File: config.mk
export PLATFORM = sky130hd
export DESIGN_NAME = pic_ctrl
export DESIGN_NICKNAME = d
export VERILOG_FILES = /design/src/rtl/pic_pkg.sv /design/src/rtl/pic_prio.sv /design/src/rtl/pic_regs.sv /design/src/rtl/pic_ctrl.sv
export SDC_FILE = /design/constraint.sdc
export NUM_CORES = 1
export LEC_CHECK = 0
export BUFFER_PORTS_ARGS = -buffer_cell sky130_fd_sc_hd__buf_2
export CAP_MARGIN = 10
export CELL_PAD_IN_SITES_DETAIL_PLACEMENT = 1
export CELL_PAD_IN_SITES_GLOBAL_PLACEMENT = 1
export CORE_MARGIN = 2
export CORE_UTILIZATION = 40
export DETAILED_ROUTE_END_ITERATION = 12
export MAX_ROUTING_LAYER = met4
export PLACE_DENSITY_LB_ADDON = 0.1
export SYNTH_ARGS = -nofsm -noshare
export SYNTH_HDL_FRONTEND = slang
export SYNTH_SLANG_ARGS = --single-unit
File: constraint.sdc
create_clock -name clk -period 9.15 [get_ports clk]
set_input_delay 2.745 -clock clk [delete_from_list [all_inputs] [get_ports clk]]
set_output_delay 2.745 -clock clk [all_outputs]
set_load 0.01 [all_outputs]
File: src/rtl/pic_pkg.sv
package pic_pkg;
  localparam int NSRC     = 32;
  localparam int VW       = $clog2(NSRC);
  localparam int NGRP     = 4;
  localparam int GW       = 2;
  localparam int GRP_BASE = 26;
  localparam int CFGW     = NGRP * GW + 3 + VW + 1 + 7;

  typedef enum logic [1:0] {
    A_CFG  = 2'd0,
    A_MASK = 2'd1,
    A_ISR  = 2'd2,
    A_VEC  = 2'd3
  } reg_addr_e;

  typedef struct packed {
    logic [NGRP*GW-1:0] order;
    logic [2:0]         level;
    logic [VW-1:0]      top;
    logic               gen;
    logic [6:0]         spare;
  } cfg_t;
endpackage

File: src/rtl/pic_prio.sv
module pic_prio
  import pic_pkg::*;
(
  input  logic [NSRC-1:0]    cand,
  input  logic [VW-1:0]      top_sel,
  input  logic [NGRP*GW-1:0] order,
  output logic               found,
  output logic [VW-1:0]      win
);
  logic [NGRP-1:0] slot_hit;
  logic [VW-1:0]   slot_src [NGRP];

  for (genvar k = 0; k < NGRP; k++) begin : g_slot
    assign slot_src[k] = VW'(GRP_BASE) + VW'(order[k*GW +: GW]);
    assign slot_hit[k] = cand[slot_src[k]];
  end

  logic          top_ok;
  logic          grp_ok;
  logic [VW-1:0] grp_win;
  logic          desc_ok;
  logic [VW-1:0] desc_win;

  assign top_ok = (top_sel != '0) && cand[top_sel];

  always_comb begin
    grp_ok  = 1'b0;
    grp_win = '0;
    for (int k = NGRP - 1; k >= 0; k--) begin
      if (slot_hit[k]) begin
        grp_ok  = 1'b1;
        grp_win = slot_src[k];
      end
    end
  end

  always_comb begin
    desc_ok  = 1'b0;
    desc_win = '0;
    for (int i = 1; i < NSRC; i++) begin
      if (cand[i]) begin
        desc_ok  = 1'b1;
        desc_win = VW'(i);
      end
    end
  end

  always_comb begin
    found = top_ok | grp_ok | desc_ok;
    if (top_ok)      win = top_sel;
    else if (grp_ok) win = grp_win;
    else             win = desc_win;
  end
endmodule

File: src/rtl/pic_regs.sv
module pic_regs
  import pic_pkg::*;
(
  input  logic            clk,
  input  logic            rst_n,
  input  logic            bus_sel,
  input  logic            bus_we,
  input  logic [1:0]      bus_addr,
  input  logic [31:0]     bus_wdata,
  input  logic            elig_i,
  input  logic [VW-1:0]   win_i,
  input  logic            irq_i,
  output cfg_t            cfg_q,
  output logic [NSRC-1:0] mask_q,
  output logic [NSRC-1:0] isr_q,
  output logic [31:0]     bus_rdata
);
  logic [VW-1:0] vec_q, vec_d;
  cfg_t          cfg_d;
  logic [NSRC-1:0] mask_d, isr_d;
  logic wr_cfg, wr_mask, wr_isr, ack;

  assign wr_cfg  = bus_sel && bus_we && (bus_addr == A_CFG);
  assign wr_mask = bus_sel && bus_we && (bus_addr == A_MASK);
  assign wr_isr  = bus_sel && bus_we && (bus_addr == A_ISR);
  assign ack     = bus_sel && bus_we && (bus_addr == A_VEC) && bus_wdata[0];

  always_comb begin
    cfg_d  = wr_cfg  ? cfg_t'(bus_wdata[CFGW-1:0]) : cfg_q;
    mask_d = wr_mask ? bus_wdata[NSRC-1:0]         : mask_q;
    isr_d  = wr_isr  ? (isr_q & ~bus_wdata[NSRC-1:0]) : isr_q;
    vec_d  = vec_q;
    if (ack) begin
      if (elig_i) begin
        isr_d[win_i] = 1'b1;
        vec_d        = win_i;
      end else begin
        vec_d = '0;
        if (irq_i) isr_d[0] = 1'b1;
      end
    end
  end

  always_ff @(posedge clk or negedge rst_n) begin
    if (!rst_n) begin
      cfg_q  <= '0;
      mask_q <= '0;
      isr_q  <= '0;
      vec_q  <= '0;
    end else begin
      if (wr_cfg)           cfg_q  <= cfg_d;
      if (wr_mask)          mask_q <= mask_d;
      if (wr_isr || ack)    isr_q  <= isr_d;
      if (ack)              vec_q  <= vec_d;
    end
  end

  always_comb begin
    case (bus_addr)
      A_CFG:   bus_rdata = 32'(cfg_q);
      A_MASK:  bus_rdata = 32'(mask_q);
      A_ISR:   bus_rdata = 32'(isr_q);
      default: bus_rdata = {16'b0, vec_q, 11'b0};
    endcase
  end

  p_w1c_r8: assert property (@(posedge clk) disable iff (!rst_n)
    wr_isr |=> ((isr_q & $past(bus_wdata[NSRC-1:0])) == '0));

  p_ack_sets_isr_r7: assert property (@(posedge clk) disable iff (!rst_n)
    (ack && elig_i) |=> isr_q[$past(win_i)]);

  p_race_err_r9: assert property (@(posedge clk) disable iff (!rst_n)
    (ack && !elig_i && irq_i) |=> (isr_q[0] && vec_q == '0));
endmodule

File: src/rtl/pic_ctrl.sv
module pic_ctrl
  import pic_pkg::*;
(
  input  logic        clk,
  input  logic        rst_n,
  input  logic [31:0] src_req,
  input  logic        bus_sel,
  input  logic        bus_we,
  input  logic [1:0]  bus_addr,
  input  logic [31:0] bus_wdata,
  output logic [31:0] bus_rdata,
  output logic        host_irq,
  output logic        host_err,
  output logic [2:0]  host_level
);
  cfg_t            cfg_q;
  logic [NSRC-1:0] mask_q, isr_q, cand;
  logic            found, elig, irq_q, irq_d;
  logic [VW-1:0]   win;

  // Sources in service stay in the contest so they can block lower ranks.
  assign cand = ((src_req[NSRC-1:0] & mask_q) | isr_q) & ~NSRC'(1);
  assign elig = found && !isr_q[win];

  pic_prio u_prio (
    .cand    (cand),
    .top_sel (cfg_q.top),
    .order   (cfg_q.order),
    .found   (found),
    .win     (win)
  );

  pic_regs u_regs (
    .clk       (clk),
    .rst_n     (rst_n),
    .bus_sel   (bus_sel),
    .bus_we    (bus_we),
    .bus_addr  (bus_addr),
    .bus_wdata (bus_wdata),
    .elig_i    (elig),
    .win_i     (win),
    .irq_i     (irq_q),
    .cfg_q     (cfg_q),
    .mask_q    (mask_q),
    .isr_q     (isr_q),
    .bus_rdata (bus_rdata)
  );

  assign irq_d = cfg_q.gen && elig;

  always_ff @(posedge clk or negedge rst_n) begin
    if (!rst_n) irq_q <= 1'b0;
    else        irq_q <= irq_d;
  end

  assign host_irq   = irq_q;
  assign host_err   = cfg_q.gen && isr_q[0];
  assign host_level = cfg_q.level;

  p_irq_needs_gen_r3: assert property (@(posedge clk) disable iff (!rst_n)
    irq_q |-> $past(cfg_q.gen));

  p_irq_needs_unmasked_r2: assert property (@(posedge clk) disable iff (!rst_n)
    irq_q |-> $past(|(src_req[NSRC-1:0] & mask_q)));
endmodule

==> metrics <==
initial antenna violation count 0; GRT overflow 0; leakage power about 0.0032 uW; Detail Placement HPWL approximately 18,000 microns; depth of the critical timing path with buffers and inverters included 12; maximum vdd drop ~0.00016 V; per-cell via count in the routed design 6.11; status finished clean; proportion of synthesized chip area in sequential cells roughly 38%; Synth Flop Type dfrtp_1; number of distinct library cell variants in the gate-level netlist after synthesis 63; largest net degree at the start of global routing 57; async set-reset flop share out of synthesis 100%; highest fanout seen on the critical path 32; CTS max path bufs 2; buffers added on ports roughly 110; clock sink count between 90 and 100; global placement routability congestion around 0.94; Buf+Inv Stages, Crit Path 1; worst reg-to-reg setup slack roughly 4100 ps; die height between 100 and 150 microns; Final Max Tran Viols 0; final critical path time including I/O delays and setup ~7100 ps; DR WL/cell ~25 microns; ratio of final minimum period to clock period a little under 80%; mean area per synthesized cell about 9.4 sq um; global-route wire length before repair 35,900 microns; Final Hold Violating Endpoints 0; standard-cell row count 45; RSZ-0062 raised after global routing false; R2R depth 11; slew at the pin closest to its max-slew limit about 1200 ps; Clock Skew 8.59 ps; worst slew margin relative to its limit between 20 and 25%; synthesized netlist cell count around 660; cell family contributing the most delay on the critical path compound AO/OA/AOI/OAI gates; Hold-fix buffers, CTS 0; number of synthesized register bits 94; IO Pins roughly 110; cell at the slowest stage of the critical path o211ai_4; cell area after technology mapping between 6000 and 7000 sq um; H-tree Lvls 3; first-pass iteration count of the detailed router 6; max cap viols 0; Pwr per Cell Area 303 nW/um^2; total CTS buffers 9; CTS root buf clkbuf_16; Antenna Nets Post-Route 0; latest clock arrival within the worst-skew pair about 360 ps; post-synthesis cell type with the largest combined area dfrtp_1; area enclosed by the die boundary 16,500 sq um; Total Routing Usage GR a little under a third; fin cells around 940; placeable core region ~15,000 sq um; Inst Count DP ~930; Setup TNS Final 0 ps; top cells by area in the synthesized netlist dfrtp_1 (38%), mux2_2 (11%), nand2_1 (8.2%); Critical Path Max Stage Delay ~900 ps; syn_nets roughly 730; count of flip-flops with a built-in enable after synthesis 0; total setup buffers inserted after CTS 0; data required time of the critical path ~9300 ps; chain of cells forming the critical path buf_2 -> a21oi_1 -> mux4_2 -> a311oi_1 -> o31ai_1 -> o2111ai_1 -> nor4_1 -> o21ai_0 -> o2111ai_1 -> o211ai_1 -> o211ai_4 -> o31ai_1; ratio of cells with drive above 1 in the final layout between 20 and 30%; nature of the critical path startpoint primary input; area share of the leading cell type in the synthesized netlist a little under two fifths; x dimension of the die roughly 130 microns; clock input transition at the sequential cells of the worst setup and hold paths about 70 ps; sum of routed wire length over all layers between 20,000 and 25,000 microns; clock tree from TritonCTS built; Layout area overhead 16.1%; signal arrival time at the worst endpoint around 7300 ps; number of antenna diodes 0; setup violators final 0; Initial DRC Count 420; number of warnings reported in the yosys synthesis log 0; fillers 1,788; cells resized by post-CTS repair 0; via count of the first global-routing pass 5,967; Nets 820; starting utilization of the core area between 40% and 50%; kind of critical path in2reg; Cells on Worst Hold Path 2; via count ~5,800; timing-limited maximum frequency ~140 MHz; post-detailed-route DRC marker count 0; kind of end point of the critical path flip-flop; worst hold-check path type reg2reg
[layout by cell type (no fill, tap or decap), types with 4 or more instances in the layout]
master     Yosys  routed
a211oi_1      10      10
a21o_1        12      12
a21oi_1       37      37
a22o_1         9       9
and2_1         6       6
and3_1         4       4
buf_2          2     104
buf_4          3      10
clkbuf_16      0       9
dfrtp_1       94      94
inv_1          6       6
mux2_2        59      59
mux2i_1       36      36
mux4_2        11      11
nand2_1      135     135
nand2b_1      11      11
nand3_1       16      16
nand4_1        6       6
nor2_1        26      26
nor2b_1        8       7
nor4_1         4       4
o211ai_1       8       8
o21ai_0       31      31
o21ai_1        8       8
o31ai_1       22      22
or2_2          4       4
[flip-flops by register name, indices dropped and copies added (netlist names)]
name	count
u_regs.isr_q	32
u_regs.vec_q	5
u_regs.cfg_q	24
host_irq	1
u_regs.mask_q	32
[logic make-up (layout without fill, tap and decap cells)]
kind of cell,Yosys count,after routing,share of synthesized area (%)
mux,107,107,20.9
simple gates,231,231,16.8
flops,94,94,37.9
compound gates,185,185,20.9
buf+inv,45,138,3.43
[per-layer routing]
metal,vias up,wire length [microns],track usage (%)
met2,179,10800,47.5
met1,2907,11100,41.7
met3,32,1060,3.28
li1,2640,-,-
met4,0,342,7.35
met5,-,0,-
[tightest hold or removal path, stage by stage (launching register included)]
cell     delay (ps)
dfrtp_1         350
nand2_1          60
o31ai_2          50
[cells in the mapped netlist (4+ instances only)]
master and number:
a211oi_1 10, a21o_1 12, a21oi_1 37, a22o_1 9, and2_1 6, and3_1 4
buf_1 5, buf_6 4, clkbuf_1 23, dfrtp_1 94, inv_1 6, mux2_2 59
mux2i_1 36, mux4_2 11, nand2_1 135, nand2b_1 11, nand3_1 16, nand4_1 6
nor2_1 26, nor2b_1 8, nor4_1 4, o211ai_1 8, o21ai_0 31, o21ai_1 8
o31ai_1 22, or2_2 4
[report_power, final]
part / internal (uW) / switching [uW] / total [uW] / leakage [uW]
combinational: 385 / 723 / 1110 / 0.00184
clock: 269 / 180 / 449 / 0.000166
sequential: 508 / 122 / 630 / 0.00119
total: 1160 / 1030 / 2190 / 0.00320
[stage by stage]
stage | utilization [%] | hold slack (ps) | setup slack [ps] | total power, uW | area, sq um
after floorplan | - | 445 | 2390 | 1360 | 6210
final | 47.4 | 499 | 2070 | 2190 | 7210
after CTS | 47.4 | 500 | 2090 | 2180 | 7210
after global routing | 47.4 | 517 | 1670 | 2300 | 7210
after global placement | 45.2 | 473 | 1790 | 1710 | 6860
after detailed placement | 45.2 | 486 | 1750 | 1730 | 6860
[worst paths after layout]
| kind | from | endpoint |
|---|---|---|
| setup / recovery | src_req[28] | u_regs.isr_q[8] |
| hold / removal | u_regs.vec_q[3] | u_regs.vec_q[3] |
| setup reg to reg | u_regs.isr_q[28] | u_regs.isr_q[8] |
| hold reg to reg | u_regs.vec_q[3] | u_regs.vec_q[3] |
| max in group asynchronous | rst_n | u_regs.mask_q[21] |
| min in group asynchronous | rst_n | u_regs.cfg_q[14] |
[final cells by class]
| class | count | area, sq um | area share [%] |
|---|---|---|---|
| timing repair buffer | 114 | 596 | 8.26 |
| tap | 188 | 235 | 3.26 |
| inverter | 8 | 30.0 | 0.417 |
| clock buffer | 9 | 225 | 3.12 |
| multi-input combinational | 523 | 3650 | 50.6 |
| clock inverter | 7 | 120 | 1.67 |
| sequential | 94 | 2350 | 32.6 |
Power figures use the tool's default switching activity.
